===== src/rtl/conv_tick_pkg.sv =====
package conv_tick_pkg;
  localparam int FIELD_W       = 8;
  localparam int NARROW_MAIN_W = 6;
  localparam int MAIN_LSB      = 0;
  localparam int WIDE_SUB_LSB  = 8;
  localparam int NARROW_SUB_LSB = 16;
  localparam int MILLI_LSB     = 16;

  function automatic int main_width(input bit narrow);
    return narrow ? NARROW_MAIN_W : FIELD_W;
  endfunction

  function automatic int sub_lsb(input bit narrow);
    return narrow ? NARROW_SUB_LSB : WIDE_SUB_LSB;
  endfunction
endpackage


===== src/rtl/conv_tick_stage.sv =====
module conv_tick_stage #(
  parameter int W = 8
) (
  input  logic         clk,
  input  logic         rst_n,
  input  logic         run,
  input  logic         restart,
  input  logic         in_tick,
  input  logic [W-1:0] ratio,
  output logic         out_tick
);
  logic [W-1:0] cnt_q;
  logic         at_end;

  assign at_end   = (cnt_q == ratio);
  assign out_tick = run && in_tick && at_end;

  always_ff @(posedge clk or negedge rst_n) begin
    if (!rst_n)                cnt_q <= '0;
    else if (restart || !run)  cnt_q <= '0;
    else if (in_tick)          cnt_q <= at_end ? '0 : cnt_q + 1'b1;
  end

  p_cnt_bound_r2: assert property (@(posedge clk) disable iff (!rst_n)
    cnt_q <= ratio);

  p_div_one_r5: assert property (@(posedge clk) disable iff (!rst_n)
    (run && in_tick && ratio == '0) |-> out_tick);
endmodule


===== src/rtl/conv_tick_divider.sv =====
module conv_tick_divider
  import conv_tick_pkg::*;
#(
  parameter bit NARROW = 1'b0
) (
  input  logic        clk,
  input  logic        rst_n,
  input  logic        enable,
  input  logic        cfg_we,
  input  logic [31:0] cfg_wdata,
  output logic        main_tick,
  output logic        tick_10us,
  output logic        tick_1ms
);
  localparam int MAIN_W  = main_width(NARROW);
  localparam int SUB_LSB = sub_lsb(NARROW);

  logic [MAIN_W-1:0]  main_q;
  logic [FIELD_W-1:0] sub_q;
  logic [MAIN_W-1:0]  gap_q;
  logic               unused_cfg;

  assign unused_cfg = ^cfg_wdata;

  always_ff @(posedge clk or negedge rst_n) begin
    if (!rst_n) begin
      main_q <= '0;
      sub_q  <= '0;
    end else if (cfg_we) begin
      main_q <= cfg_wdata[MAIN_LSB +: MAIN_W];
      sub_q  <= cfg_wdata[SUB_LSB +: FIELD_W];
    end
  end

  conv_tick_stage #(.W(MAIN_W)) u_main (
    .clk(clk), .rst_n(rst_n), .run(enable), .restart(cfg_we),
    .in_tick(1'b1), .ratio(main_q), .out_tick(main_tick));

  conv_tick_stage #(.W(FIELD_W)) u_sub (
    .clk(clk), .rst_n(rst_n), .run(enable), .restart(cfg_we),
    .in_tick(main_tick), .ratio(sub_q), .out_tick(tick_10us));

  generate
    if (!NARROW) begin : g_milli
      logic [FIELD_W-1:0] milli_q;
      always_ff @(posedge clk or negedge rst_n) begin
        if (!rst_n)      milli_q <= '0;
        else if (cfg_we) milli_q <= cfg_wdata[MILLI_LSB +: FIELD_W];
      end
      conv_tick_stage #(.W(FIELD_W)) u_milli (
        .clk(clk), .rst_n(rst_n), .run(enable), .restart(cfg_we),
        .in_tick(main_tick), .ratio(milli_q), .out_tick(tick_1ms));

      p_milli_on_main_r4: assert property (@(posedge clk) disable iff (!rst_n)
        tick_1ms |-> main_tick);
    end else begin : g_no_milli
      assign tick_1ms = 1'b0;
    end
  endgenerate

  // Independent cycle count since the last main pulse, used only for checking.
  always_ff @(posedge clk or negedge rst_n) begin
    if (!rst_n)                              gap_q <= '0;
    else if (!enable || cfg_we || main_tick) gap_q <= '0;
    else                                     gap_q <= gap_q + 1'b1;
  end

  p_main_gap_r2: assert property (@(posedge clk) disable iff (!rst_n)
    (enable && main_tick) |-> (gap_q == main_q));

  p_sub_on_main_r3: assert property (@(posedge clk) disable iff (!rst_n)
    tick_10us |-> main_tick);

  p_restart_phase_r6: assert property (@(posedge clk) disable iff (!rst_n)
    (enable && $past(cfg_we)) |-> (main_tick == (main_q == '0)));

  p_idle_quiet_r7: assert property (@(posedge clk) disable iff (!rst_n)
    !enable |-> !(main_tick || tick_10us || tick_1ms));
endmodule


===== config.mk =====
export PLATFORM = sky130hd
export DESIGN_NAME = conv_tick_divider
export DESIGN_NICKNAME = d
export VERILOG_FILES = /design/src/rtl/conv_tick_pkg.sv /design/src/rtl/conv_tick_stage.sv /design/src/rtl/conv_tick_divider.sv
export SDC_FILE = /design/constraint.sdc
export NUM_CORES = 1
export LEC_CHECK = 0
export ABC_AREA = 1
export CAP_MARGIN = 15
export CELL_PAD_IN_SITES_DETAIL_PLACEMENT = 0
export CELL_PAD_IN_SITES_GLOBAL_PLACEMENT = 1
export CORE_MARGIN = 2
export CORE_UTILIZATION = 25
export DETAILED_ROUTE_END_ITERATION = 8
export PLACE_DENSITY_LB_ADDON = 0.1
export SLEW_MARGIN = 0
export SYNTH_ARGS = -nofsm -noshare
export SYNTH_HDL_FRONTEND = slang
export SYNTH_SLANG_ARGS = --single-unit

===== constraint.sdc =====
create_clock -name clk -period 3.6 [get_ports clk]
set_clock_uncertainty 0.2 [all_clocks]
set_input_delay 0.72 -clock clk [delete_from_list [all_inputs] [get_ports clk]]
set_output_delay 0.72 -clock clk [all_outputs]
set_load 0.005 [all_outputs]

==> run metrics, run 1 <==
status finished clean; Top Ports 39; post-synth net total 407; worst-path fanout max 8; antenna cells 0; fin nets 440; P&R area growth vs syn 19.80%; Reg-to-Reg End g_milli.u_milli.cnt_q[3]; Setup Viol. Count Final 0; Initial Utilization 0.2591; Max Cap Viol 0; setup slack, reg-to-reg 1.73 ns; most used cell, CP nand2_1; Routed wire per std cell 11.95 um; Slew @ Worst Pin 0.5929 ns; clk_lat worst skew 0.30 ns; 1st-iter DRT viols 87; dominant cells by area after synthesis dfrtp_1 45%, nand2_1 19%, inv_1 7.0%, o21ai_0 4.1%, nor2_1 3.6%; Final Wtd Congestion 0.7038; share of the synthesized area in the top cell type 0.4451; number of CTS-inserted buffers 5; crit path capture type primary output; Seq/Total Area, Yosys 0.4451; final hold viol count 0; Layout Cells excl Fill 537; Avg Inst Size Synth 7.334 sq um; Post-CTS Setup Repair Bufs 0; Peak Freq 339.6 MHz; CTS tree built; Arr. time, crit path 2.02 ns; Mapped Area 0.002699 sq mm; Clock transition at path regs 0.08 ns; hold buffers post-CTS 0; Core Area 0.01042 sq mm; fin. max-slew vios 0; R2R Path Start u_main.cnt_q[3]; # DRC 0; Max Buffers Root-to-Sink 2; most common cell in the netlist nand2_1; Antenna Nets Post-Route 0; critical path's largest stage delay 0.51 ns; Slowest cell on crit path clkdlybuf4s50_1; flops & latches, synth 48; minimum clock period 2.945 ns; Leak 1.660 nW; number of global-route vias before repair 2232; CP Launch Type flop; placed insts 530; IO buf count 30; Post-synth EDFFs 0; Clock Sinks 48; Die Ht 107.9 um; Ys Warns 0; RSZ-0062 raised after global routing no; Post-synth ARST share 1.000; Yosys top cell by area dfrtp_1; Post-Route WL 6415 um; setup TNS 0 ns; DIE AREA 0.01164 sq mm; largest net degree at the start of global routing 19; WS Path Type flop to primary output; GRT Overall Usage 0.1208; die width 107.9 um; CTS H-tree lvls 2; period utilization 0.8180; first-pass GRT wire length 10940 um; fin worst setup slack 0.6553 ns; Root Driver clkbuf_8; Power Dens Cells 322.1 mW/mm^2; pre-CTS setup slack 0.7966 ns; Resized Gates After CTS 0; Max VDD drop 0.1371 mV; Slew headroom 0.6035; CP cell instances inv_1, nand2_1, nand2_1, nand2_1, nor2_1, nand2_1, nor2_1, clkdlybuf4s50_1; post-DP HPWL 4718 um; Pre-antenna DRT Iters 6; fraction of layout instances using a drive strength above 1 0.09227; FP Rows 37; Worst Hold Class input pin to async pin; worst endpoint required time 2.68 ns; via/cell ratio 4.119; via count 2212; ys flop type dfrtp_1; initial antenna violation count 0; Mapped Cells 368; Post-synth top cells 139 x nand2_1, 50 x inv_1, 48 x dfrtp_1, 26 x nor2_1, 22 x o21ai_0; Fillers 1155; Core Util, Final 0.3104; grt ovf 0; r2r worst-path depth 10; Yosys cell types 23
flip-flops by register name (all words and copies together), names as in the netlist:
name and count:
g_milli.milli_q 8, g_milli.u_milli.cnt_q 8, main_q 8, sub_q 8, u_main.cnt_q 8, u_sub.cnt_q 8
per-layer routing:
layer	wire, um	vias up	global-route usage
met4	55	0	0.03297
li1	-	1194	-
met5	0	-	0
met2	2915	29	0.1941
met1	3260	985	0.1675
met3	183	4	0.02119
worst max-delay path: cells and delay by family (launching register included):
kind	cells	cell delay, ns
buffers and inverters	2	0.62
DFF	1	0.44
and+or+nand+nor	6	0.68
stage by stage:
step | hold slack, ns | total power [W] | cell area, sq um
finish | 0.1386 | 0.001041 | 3233
global route | 0.1451 | 0.001109 | 3233
CTS | 0.1529 | 0.001068 | 3233
detailed placement | 0.3250 | 0.0007406 | 3156
global placement | 0.3177 | 0.0007388 | 3156
floorplan | 0.2244 | 0.0006712 | 2699
cell families after synthesis:
family,count (synthesis),share of synthesized area
adder cells (fa/ha/maj),3,0.01391
multiplexers,5,0.02086
flip-flops,48,0.4451
buffers and inverters,66,0.09921
XOR/XNOR,14,0.04543
AO/OA/AOI/OAI,26,0.04822
AND/OR/NAND/NOR,206,0.3273
cells in the final DEF (no fill, tap or decap):
master and n:
nand2_1 139, inv_1 50, dfrtp_1 48, clkdlybuf4s50_1 29
nor2_1 26, o21ai_0 22, nand4_1 15, nand3_1 10
xor2_1 9, nand2_2 7, buf_4 7, inv_2 5
xnor2_1 5, mux2_2 5, clkbuf_8 5, a21oi_1 4
nor2_2 3, nor3_1 3, ha_1 3, nor2_4 2
nor2_8 1, clkbuf_1 1, clkinv_2 1, buf_2 1
where the power goes:
part | leakage, nW | total (W) | switching [W] | internal (W)
logic | 0.995 | 0.000144 | 0.0000786 | 0.0000650
clock network | 0.0410 | 0.000317 | 0.000184 | 0.000133
registers | 0.624 | 0.000581 | 0.0000164 | 0.000565
total | 1.66 | 0.00104 | 0.000279 | 0.000763
final cells by class:
| type | instances | area [sq um] | area share |
|---|---|---|---|
| tap | 136 | 170.2 | 0.05263 |
| sequential | 48 | 1201 | 0.3715 |
| clock buffer | 6 | 72.57 | 0.02245 |
| multi-input combinational | 254 | 1230 | 0.3804 |
| inverter | 55 | 206.4 | 0.06385 |
| clock inverter | 1 | 5.005 | 0.001548 |
| timing repair buffer | 37 | 347.8 | 0.1076 |
how the worst max path moves through the flow:
| stage | from | to | slack (ns) | cells after the start |
|---|---|---|---|---|
| after global routing | g_milli.u_milli.cnt_q[4] | tick_1ms | 0.45 | 8 |
| final | g_milli.u_milli.cnt_q[0] | tick_1ms | 0.66 | 8 |
| after detailed placement | enable | tick_1ms | 0.80 | 4 |
| after global placement | enable | tick_1ms | 0.79 | 4 |
| after CTS | g_milli.u_milli.cnt_q[3] | tick_1ms | 0.62 | 6 |
| after floorplan | u_main.cnt_q[0] | tick_10us | 1.58 | 7 |
No activity file was read; power rests on OpenSTA's default activity.
==> run 2: changes to the inputs <==
clock period = 2.4 ns   (was 3.6 ns; I/O delays follow)
==> run 2 against run 1 <==
Routed wire length rose by 2.3%. Final area rose by 5.2%. Count of clock-buffer cells in the layout rose by 2. Sequential power rose by 50%. Final cell count rose by 3.4%. Critical endpoint is now main_tick.
==> run metrics, run 2 (same netlist as run 1, synthesis figures left out) <==
Slew headroom 0.6148 (was 0.6035); Clock transition at path regs 0.09 ns (was 0.08 ns); Max VDD drop 0.1991 mV (was 0.1371 mV); initial antenna violation count 0 (unchanged); IO buf count 30 (unchanged); worst endpoint required time 1.72 ns (was 2.68 ns); fin. max-slew vios 0 (unchanged); P&R area growth vs syn 26.01% (was 19.80%); placed cell areas 0.003226 sq mm (was 0.003156 sq mm); Power, Total 0.001625 W (was 0.001041 W); GRT Overall Usage 0.1244 (was 0.1208); WS Path Type flop to primary output (unchanged); post-DP HPWL 4729 um (was 4718 um); Post-Route WL 6562 um (was 6415 um); via/cell ratio 4.128 (was 4.119); Slew @ Worst Pin 0.5778 ns (was 0.5929 ns); leading cell types in the layout, fill and taps excluded 137 x nand2_1, 50 x inv_1, 47 x dfrtp_1 (was 139 x nand2_1, 50 x inv_1, 48 x dfrtp_1); minimum clock period 2.193 ns; via count 2291 (was 2212); clk_lat worst skew 0.30 ns (about the same); antenna cells 0 (unchanged); final hold slack 0.3389 ns (was 0.1386 ns); Setup Viol. Count Final 0 (unchanged); # DRC 0 (unchanged); crit path capture type primary output (unchanged); status finished clean (unchanged); Routed wire per std cell 11.82 um (was 11.95 um); CTS tree built (unchanged); RSZ-0062 raised after global routing no (unchanged); Core Area 0.01042 sq mm (unchanged); Slowest cell on crit path dfrtp_1 (was clkdlybuf4s50_1); Max Buffers Root-to-Sink 2 (unchanged); Initial Utilization 0.2591 (unchanged); DIE AREA 0.01164 sq mm (unchanged); FP Rows 37 (unchanged); Leak 1.765 nW (was 1.660 nW); fraction of layout instances using a drive strength above 1 0.1408 (was 0.09227); Arr. time, crit path 1.51 ns (was 2.02 ns); number of global-route vias before repair 2304 (was 2232); largest net degree at the start of global routing 39 (was 19); fin nets 457 (was 440); Final Wtd Congestion 0.7762 (was 0.7038); period utilization 0.9136; worst-path fanout max 3 (was 8); final hold viol count 0 (unchanged); Max Cap Viol 0 (unchanged); 1st-iter DRT viols 94 (was 87); Top Ports 39 (unchanged); Pre-antenna DRT Iters 4 (was 6); CTS H-tree lvls 2 (unchanged); setup TNS 0 ns (unchanged); CP cell instances nand2_1, nand2_1, nor2_2, nand2_2, nor2_8, nand2_2, inv_1, clkdlybuf4s15_1 (was inv_1, nand2_1, nand2_1, nand2_1, nor2_1, nand2_1, nor2_1, clkdlybuf4s50_1); Peak Freq 456.1 MHz; Worst Hold Class flop to flop (was input pin to async pin); Die Ht 107.9 um (unchanged); grt ovf 0 (unchanged); number of CTS-inserted buffers 5 (unchanged); design area 0.003401 sq mm (was 0.003233 sq mm); Clock Sinks 48 (unchanged); Core Util, Final 0.3265 (was 0.3104); Power Dens Cells 477.9 mW/mm^2 (was 322.1 mW/mm^2); Antenna Nets Post-Route 0 (unchanged); die width 107.9 um (unchanged); CP Launch Type flop (unchanged); critical path's largest stage delay 0.41 ns (was 0.51 ns); commonest non-fill, non-tap cell in the layout nand2_1 (unchanged); Root Driver clkbuf_8 (unchanged); first-pass GRT wire length 11390 um (was 10940 um)
[run 2: what timing repair did]
action	4_1_cts	5_1_grt
hold endpoints to repair	21	0
endpoints found under the setup margin	3	3
hold buffers	1	0
resized for setup	6	6
setup buffers	7	3
pin swaps	3	3
[run 2: worst max-delay path, delay by kind of cell (launching register included)]
kind / cells / cell delay [ns]
AND/OR/NAND/NOR: 6 / 0.56
flip-flops: 1 / 0.41
buffers and inverters: 2 / 0.25
[run 2: power breakdown]
part,switching [W],internal [W],leakage (nW),total [W]
Sequential,0.0000228,0.000847,0.622,0.000870
Combinational,0.000125,0.000107,1.10,0.000232
Clock,0.000287,0.000236,0.0455,0.000524
Total,0.000435,0.00119,1.76,0.00163
[run 2: path summary, 6_finish.rpt]
path | slack [ns] | to | from | cells past startpoint
min | 0.34 | sub_q[4] | sub_q[4] | 1
max reg2reg | 0.54 | u_sub.cnt_q[3] | u_main.cnt_q[7] | 10
max in group asynchronous | 0.94 | g_milli.u_milli.cnt_q[2] | rst_n | 3
max | 0.21 | main_tick | u_main.cnt_q[2] | 8
min reg2reg | 0.34 | sub_q[4] | sub_q[4] | 1
min in group asynchronous | 0.50 | g_milli.milli_q[0] | rst_n | 2
[run 2: stage by stage]
step | std cells | worst slack, ns
2_1_floorplan | 368 | 0.6179
3_3_place_gp | 536 | 0.07971
6_report | 555 | 0.2073
5_1_grt | 555 | 0.01654
3_5_place_dp | 536 | 0.07517
4_1_cts | 552 | 0.06851
[run 2: cell type report]
type                    instances  area [sq um]
well taps                     136         170.2
fillers                      1143          7015
inverters                      55         206.4
clock buffers                   8         90.09
flip-flops and latches         48          1202
multi-input cells             254          1239
repair buffers                 54         493.0
[run 2: routing by layer]
metal / wire length, um / global-route usage / vias up
li1: - / - / 1231
met1: 3433 / 0.1789 / 1030
met2: 2931 / 0.1932 / 26
met3: 146 / 0.01877 / 4
met4: 51 / 0.03571 / 0
met5: 0 / 0 / -
